$ cat config.mk
export PLATFORM = sky130hd
export DESIGN_NAME = pwr_rail_sequencer
export DESIGN_NICKNAME = d
export VERILOG_FILES = /design/src/rtl/pwrseq_pkg.sv /design/src/rtl/pwrseq_sync.sv /design/src/rtl/pwrseq_gap_timer.sv /design/src/rtl/pwr_rail_sequencer.sv
export SDC_FILE = /design/constraint.sdc
export NUM_CORES = 1
export LEC_CHECK = 0
export ABC_AREA = 1
export BUFFER_PORTS_ARGS = -buffer_cell sky130_fd_sc_hd__buf_4
export CAP_MARGIN = 15
export CORE_MARGIN = 1.5
export CORE_UTILIZATION = 59
export CTS_CLUSTER_SIZE = 28
export DETAILED_ROUTE_END_ITERATION = 7
export PLACE_DENSITY_LB_ADDON = 0.15
export SYNTH_ARGS = -nofsm -noshare
export SYNTH_HDL_FRONTEND = slang
export SYNTH_SLANG_ARGS = --single-unit
$ cat constraint.sdc
create_clock -name clk -period 4 [get_ports clk]
set_input_delay 0 -clock clk [delete_from_list [all_inputs] [get_ports clk]]
set_output_delay 0 -clock clk [all_outputs]
set_load 0.01 [all_outputs]
$ cat src/rtl/pwrseq_pkg.sv
package pwrseq_pkg;
  localparam int RAILS  = 4;
  localparam int LVL_W  = $clog2(RAILS + 1);
  localparam int GAP_W  = $clog2(RAILS);
  localparam int DLY_W  = 16;

  typedef logic [LVL_W-1:0] level_t;
  typedef logic [GAP_W-1:0] gap_t;
  typedef logic [DLY_W-1:0] dly_t;

  // Gap used for the next step from a given rail count.
  // Rising from L rails uses gap L; falling from L < RAILS uses gap L;
  // falling from all-on uses the start gap.
  function automatic gap_t gap_of(level_t lvl);
    if (lvl == level_t'(RAILS)) return gap_t'(0);
    return gap_t'(lvl);
  endfunction
endpackage

$ cat src/rtl/pwrseq_sync.sv
module pwrseq_sync #(
  parameter int          W       = 1,
  parameter logic [W-1:0] RST_VAL = '0
) (
  input  logic         clk,
  input  logic         rst_n,
  input  logic [W-1:0] d_i,
  output logic [W-1:0] q_o
);
  logic [W-1:0] stage1, stage2;

  always_ff @(posedge clk or negedge rst_n) begin
    if (!rst_n) begin
      stage1 <= RST_VAL;
      stage2 <= RST_VAL;
    end else begin
      stage1 <= d_i;
      stage2 <= stage1;
    end
  end

  assign q_o = stage2;
endmodule

$ cat src/rtl/pwrseq_gap_timer.sv
module pwrseq_gap_timer #(
  parameter int CNT_W    = 16,
  parameter int PRESCALE = 4
) (
  input  logic             clk,
  input  logic             rst_n,
  input  logic             restart_i,
  input  logic [CNT_W-1:0] delay_i,
  output logic             expired_o
);
  logic [CNT_W-1:0] ticks;
  logic             tick;
  logic             reached;

  assign reached   = (ticks == delay_i);
  assign expired_o = reached;

  generate
    if (PRESCALE <= 1) begin : g_no_prescale
      assign tick = 1'b1;
    end else begin : g_prescale
      localparam int PRE_W = $clog2(PRESCALE);
      logic [PRE_W-1:0] pre;
      always_ff @(posedge clk or negedge rst_n) begin
        if (!rst_n)                              pre <= '0;
        else if (restart_i || reached)           pre <= '0;
        else if (pre == PRE_W'(PRESCALE - 1))    pre <= '0;
        else                                     pre <= pre + 1'b1;
      end
      assign tick = (pre == PRE_W'(PRESCALE - 1));
    end
  endgenerate

  always_ff @(posedge clk or negedge rst_n) begin
    if (!rst_n)                 ticks <= '0;
    else if (restart_i)         ticks <= '0;
    else if (tick && !reached)  ticks <= ticks + 1'b1;
  end

  // the count never runs past the programmed delay
  assert_cnt_bound_R2: assert property (@(posedge clk) disable iff (!rst_n)
    ($stable(delay_i) && !$past(restart_i)) |-> (ticks <= delay_i));
endmodule

$ cat src/rtl/pwr_rail_sequencer.sv
module pwr_rail_sequencer
  import pwrseq_pkg::*;
#(
  parameter int PRESCALE = 4
) (
  input  logic             clk,
  input  logic             rst_n,
  input  logic             uv_flag_i,
  input  logic             ov_flag_i,
  input  logic             seq_en_i,
  input  logic [DLY_W-1:0] dly_start_i,
  input  logic [DLY_W-1:0] dly_ab_i,
  input  logic [DLY_W-1:0] dly_bc_i,
  input  logic [DLY_W-1:0] dly_cd_i,
  output logic [RAILS-1:0] rail_en_o,
  output logic             fault_o,
  output logic             seq_done_o,
  output logic             seq_idle_o
);
  logic [2:0] sync_q;
  logic       uv_s, ov_s, up_s, fault_s;

  // Flags reset to "fault" so nothing starts before compliance is seen.
  pwrseq_sync #(.W(3), .RST_VAL(3'b110)) u_sync (
    .clk   (clk),
    .rst_n (rst_n),
    .d_i   ({uv_flag_i, ov_flag_i, seq_en_i}),
    .q_o   (sync_q)
  );
  assign {uv_s, ov_s, up_s} = sync_q;
  assign fault_s = uv_s | ov_s;

  level_t level, target;
  logic   moving, moving_q, up_q, redirect, step, expired, restart;
  dly_t   gap_dly [RAILS];
  dly_t   cur_dly;

  assign gap_dly[0] = dly_start_i;
  assign gap_dly[1] = dly_ab_i;
  assign gap_dly[2] = dly_bc_i;
  assign gap_dly[3] = dly_cd_i;

  assign target   = up_s ? level_t'(RAILS) : '0;
  assign moving   = !fault_s && (level != target);
  assign redirect = moving && moving_q && (up_s != up_q);
  assign cur_dly  = gap_dly[gap_of(level)];
  assign step     = moving && !redirect && expired;
  assign restart  = fault_s || !moving || step || redirect;

  pwrseq_gap_timer #(.CNT_W(DLY_W), .PRESCALE(PRESCALE)) u_timer (
    .clk       (clk),
    .rst_n     (rst_n),
    .restart_i (restart),
    .delay_i   (cur_dly),
    .expired_o (expired)
  );

  always_ff @(posedge clk or negedge rst_n) begin
    if (!rst_n) begin
      level    <= '0;
      moving_q <= 1'b0;
      up_q     <= 1'b0;
    end else begin
      moving_q <= moving;
      up_q     <= up_s;
      if (fault_s)   level <= '0;
      else if (step) level <= up_s ? level + 1'b1 : level - 1'b1;
    end
  end

  logic [RAILS-1:0] rail_mask;
  generate
    for (genvar r = 0; r < RAILS; r++) begin : g_rail
      assign rail_mask[r] = (level > level_t'(r));
    end
  endgenerate

  assign rail_en_o  = rail_mask & {RAILS{~fault_s}};
  assign fault_o    = fault_s;
  assign seq_done_o = &rail_en_o;
  assign seq_idle_o = ~|rail_en_o;

  // enables always form a thermometer code
  assert_thermo_R1: assert property (@(posedge clk) disable iff (!rst_n)
    $countones({1'b0, rail_en_o} + 5'd1) == 1);

  // rail count moves by one unless a fault cleared it
  assert_single_step_R1: assert property (@(posedge clk) disable iff (!rst_n)
    (!$past(fault_s) && level != $past(level)) |->
      (int'(level) == int'($past(level)) + 1 || int'(level) + 1 == int'($past(level))));

  // a first rail only rises after a compliant cycle
  assert_compliant_start_R4: assert property (@(posedge clk) disable iff (!rst_n)
    $rose(rail_en_o[0]) |-> !$past(fault_s));

  // a fault clears the rail count on the next edge
  assert_fault_clear_R5: assert property (@(posedge clk) disable iff (!rst_n)
    fault_s |=> (level == '0));

  // with the request low, the rail count never grows
  assert_down_when_released_R7: assert property (@(posedge clk) disable iff (!rst_n)
    (!$past(up_s) && !$past(fault_s)) |-> (level <= $past(level)));
endmodule

---- After elaboration in Yosys (flattened, before gate mapping) ----
Cells that the tools add are included.
storage, ports and cells
  register bits after elaboration ......... 29
  input port bits ......................... 69
  output and inout bits ................... 7
  logic and storage cells ................. 58
operators by class
  add/subtract/negate cells ............... 4
  magnitude comparators ................... 5
  eq/ne operators ......................... 5
  mux-type cells .......................... 14
  bitwise operators ....................... 4
  reduce and logical (&&, ||, !) cells .... 19
operators by type and width
  cell                     count
  $mux W16                 4
  $bmux W16 S2             1
  $add A16 B1 Y16 const B  1
  $eq A16 B16 Y1           1
  $mux W3                  4
  $mux W2                  4
  $gt A3 B1 Y1 const B     2
  $gt A3 B2 Y1 const B     2
  $logic_and A1 B1 Y1      6
  $logic_not A1 Y1         5
  $and A4 B4 Y4            1
  $logic_or A1 B1 Y1       4
  $reduce_and A4 Y1        1
  $reduce_bool A2 Y1       2
  $reduce_or A4 Y1         1
  $add A3 B1 Y3 const B    1
  $eq A3 B3 Y1 const B     1
  $ge A3 B3 Y1 const B     1
  $ne A3 B3 Y1             1
  $not A2 Y3               1
  $sub A3 B1 Y3 const B    1
  $add A2 B1 Y2 const B    1
  $eq A2 B2 Y1 const B     1
  $mux W1                  1
  3 further kinds          3

---- Depth between registers and ports, before layout ----
  depth in word-level cells ............... 13
  gate-level depth with buffers ........... 18
  mapped depth without buffers ............ 16

---- Cells and area by module ----
A second synthesis with hierarchy kept.
unflattened totals
  cell total of the unflattened synthesis .. 410
  area total of the unflattened synthesis .. 2,635.0 um^2
modules (own cells, without submodules)
  module              times used  cells each  area each (um^2)  sequential area each (um^2)
  pwrseq_gap_timer    1           254         1,554.0           450.4
  pwr_rail_sequencer  1           150         925.9             125.1
  pwrseq_sync         1           6           155.1             155.1

---- Least setup slack after synthesis ----
Ideal clock, no wire load.
  path kind ............................... register -> register
  from .................................... reg level[0]
  to ...................................... reg u_timer.ticks[8]
  setup time .............................. 120 ps
  arrival time ............................ 2,373 ps
  required time ........................... 3,880 ps
  path slack .............................. 1,507 ps
  cell stages (with the launch flop) ...... 18
  path buffers ............................ 3
  clock period less this slack ............ 2,493 ps
  cells stage by stage .................... dfrtp_1 -> buf_4 -> clkinv_1 -> ha_1 -> nand2_2 -> nand2_2 -> inv_2 -> clkbuf_1 -> nand2_1 -> nand3_1 -> nand2_1 -> inv_1 -> nand2_1 -> nor2_1 -> nand2_1 -> o21ai_4 -> buf_4 -> nor2_1
between the ends
  word-level cells in the longest chain between the ends .. 12
  elaborated cells between the ends (all ways) .. 23
  classes of those cells .................. eq/ne (3); mux (6); bitwise (1); reduce/logical (13)
ends and longest elaborated chain
  element                                         line                      RTL
  start, declared                                 pwr_rail_sequencer.sv:33  level_t level, target;
  start signal, assigned                          pwr_rail_sequencer.sv:67  else if (step) level <= up_s ? level + 1'b1 : level - 1'b1;
  $eq A3 B3 Y1                                    pwrseq_pkg.sv:15          if (lvl == level_t'(RAILS)) return gap_t'(0);
  $mux W1                                         pwrseq_pkg.sv:15
  $mux W2                                         pwrseq_pkg.sv:16          return gap_t'(lvl);
  $not A2 Y3 (implied by the code)                pwr_rail_sequencer.sv:46  assign cur_dly = gap_dly[gap_of(level)];
  $bmux W16 S2                                    pwr_rail_sequencer.sv:46
  $mux W16 (implied by the code) (2 in a row)     pwr_rail_sequencer.sv:46
  $eq A16 B16 Y1                                  pwrseq_gap_timer.sv:15    assign reached = (ticks == delay_i);
  $logic_and A1 B1 Y1                             pwr_rail_sequencer.sv:47  assign step = moving && !redirect && expired;
  $logic_or A1 B1 Y1 (2 in a row)                 pwr_rail_sequencer.sv:48  assign restart = fault_s || !moving || step || redirect;
  $mux W16 or $reduce_bool A2 Y1 (tied branches)  n/a
  end signal, assigned                            pwrseq_gap_timer.sv:37    else if (tick && !reached) ticks <= ticks + 1'b1;
  end, declared                                   pwrseq_gap_timer.sv:11    logic [CNT_W-1:0] ticks;
Parallel ways exist; a longest one is shown, timed or not. The select of a mux whose other input is x is not followed.
A chain may end at the register's enable or synchronous reset.

---- Worst setup path after layout ----
  from .................................... reg level[0]
  to ...................................... reg u_timer.ticks[2]
The elaborated chain is that of the path after synthesis.

==> reports/metrics.yaml <==
status:
  status: "completed"
worst_setup_path:
  cp.required_ps: 4150
  cp-end-kind: "flip-flop"
  start_kind: "flip-flop"
  crit_arrival_ps: 3510
  critPathKind: "flip-flop to flip-flop"
  rrSetupSlack_ps: 630
  critPathMaxFanout: 32
cts:
  clock_sinks: 29
  clockBufferDepth: 2
  cts-root-buf: "clkbuf_8"
  htree_num_levels: 2
  clock_latency_ps: 280
  numCtsBuffers: 5
  post-cts-setup-buffer-count: 0
  cts_tree: "built"
  clkTransAtPathRegs_ps: 60
synth:
  netlist_area_um2: 3020
  ys_seq_area_frac: 0.242
  syn-num-nets: 588
  synth.distinct_cells: 29
  avgSynthCellArea_um2: 5.91
  ys_ff_latch: 29
  synth_warnings: 0
  synthCells: 511
drt:
  routed-via-count: 3548
  vias_per_cell: 5.51
  ant_nets: 0
  route.detailed.drc: 0
  first_iter_violations: 429
  drt-wirelength-per-cell_um: 13.7
  drt_pass1_iterations: 5
  wl_um: 8820
sta:
  worst_slack_ps: 631
  fin_crit_sh: 0.842
  finalMaxSlewViolations: 0
  hold_slack_ps: 160
  skew_ps: 5.85
  max_freq_mhz: 297
  slew_headroom: 0.473
  worst_pin_slew_ps: 771
  period_needed_ps: 3370
  finalSetupTns_ps: 0
  rsz0062_at_grt: "false"
  final-hold-violation-count: 0
  setup_violations: 0
place:
  routabilityCongestion: 0.948
  dpl_cell_area_um2: 3540
  dp_hpwl_um: 6230
  port_buffers: 75
  dp_slack_ps: 721
finish:
  final_common_cell: "nand2_1"
  final_cell_mix: "148 x nand2_1, 129 x nand3_1, 77 x buf_4"
  final_cell_area_um2: 3700
  n_antenna_cell: 0
  drive_gt1_frac: 0.166
  layout.nets: 653
  area_growth_pct: 22.6
  final_util: 0.768
power_and_ir_drop:
  powerDensity_nw_per_um2: 203
  p_leak_nw: 1.95
  peakVddDrop_mv: 0.335
global_routing:
  grt_pass1_wl_um: 14100
  antenna_found_initial: 0
  grtUsageTotal: 0.327
  overflow: 0
  grt_max_degree: 53
  grt_pass1_vias: 3093
floorplan:
  core-area_um2: 4820
  num_io_pins: 76
  dieArea_um2: 5550
  rows: 25
  initial_utilization: 0.626
  die_w_um: 74.5
  die_y_um: 74.5
hold_path:
  worstHoldPathType: "input port to async pin"
run:
  cap_violations: 0
==> cell type report <==
cell class                      instances  area (um^2)
Tap cell                               67         83.8
Clock inverter                          1         30.0
Fill cell                             395         1120
Sequential cell                        29          731
Multi-Input combinational cell        391         1890
Timing Repair Buffer                   81          618
Inverter                               68          255
Clock buffer                            7         86.3
==> synth_stat cells (all sizes together) <==
library cell / n / area share
a21oi: 3 / 0.0050
nand4: 4 / 0.0083
a22o: 1 / 0.0029
xor2: 12 / 0.035
xnor2: 2 / 0.0058
buf: 17 / 0.038
nand3: 129 / 0.21
nand2: 151 / 0.19
clkinv: 1 / 0.0012
a21boi: 1 / 0.0037
nor4: 4 / 0.0083
nand3b: 8 / 0.020
a2111oi: 1 / 0.0029
dfrtp: 25 / 0.21
or2: 2 / 0.0041
a211oi: 1 / 0.0025
o21ai: 13 / 0.025
clkbuf: 6 / 0.0075
dfstp: 4 / 0.035
nor3: 8 / 0.013
inv: 67 / 0.083
ha: 8 / 0.033
nor2: 43 / 0.053
==> per-stage QoR <==
stage | cells | power, mW
3_3_place_gp | 632 | 0.435
3_5_place_dp | 632 | 0.437
6_report | 644 | 0.749
2_1_floorplan | 511 | 0.366
4_1_cts | 644 | 0.748
5_1_grt | 644 | 0.778
==> critical path: stages (launching register included) <==
cell,delay [ps]
dfrtp_1,350
clkinv_1,290
ha_1,350
nand2_2,110
nand2_2,370
inv_2,570
nand3_1,140
nand2_1,100
nand2_1,50
nand2_1,60
nand2_1,50
nor2_1,100
nand2_1,120
o21ai_4,460
nor2_1,100
==> where the power goes <==
group | internal [mW] | total, mW | switching, mW
Sequential | 0.300 | 0.302 | 0.00245
Clock | 0.203 | 0.313 | 0.110
Combinational | 0.0718 | 0.135 | 0.0627
==> worst paths after layout <==
check	startpoint	cells after the start	end
max in group asynchronous	rst_n	2	u_sync.stage1[1]
min in group clk	u_sync.stage1[2]	0	u_sync.q_o[2]
hold / removal	rst_n	2	u_timer.ticks[1]
setup reg to reg	level[0]	14	u_timer.ticks[2]
setup / recovery	level[0]	14	u_timer.ticks[2]
hold reg to reg	u_sync.stage1[2]	0	u_sync.q_o[2]
==> what timing repair did <==
item                                   in CTS  in global routing
endpoints found under the hold margin      32                  0
hold buffers                                4                  0
resized for setup                           0                  0
==> routing by layer <==
metal	global-route usage	part of all wire
met3	0.0434	0.096
met5	0	0
met4	0.0727	0.0092
met1	0.470	0.45
met2	0.526	0.45
==> cells by family after synthesis <==
| logic type | after synthesis | share of synthesized area |
|---|---|---|
| adders and majority gates | 8 | 0.0332 |
| AOI/OAI and AO/OA | 20 | 0.0423 |
| and+or+nand+nor | 349 | 0.512 |
| buffers and inverters | 91 | 0.130 |
| DFF | 29 | 0.242 |
| xor gates and xnor gates | 14 | 0.0406 |
==> state kept, by name (all words and copies together) (netlist names) <==
name / count
level: 3
u_sync.q_o: 3
u_timer.g_prescale.pre: 2
u_timer.ticks: 16
moving_q: 1
u_sync.stage1: 3
up_q: 1
(Power assumes the default switching activity.)
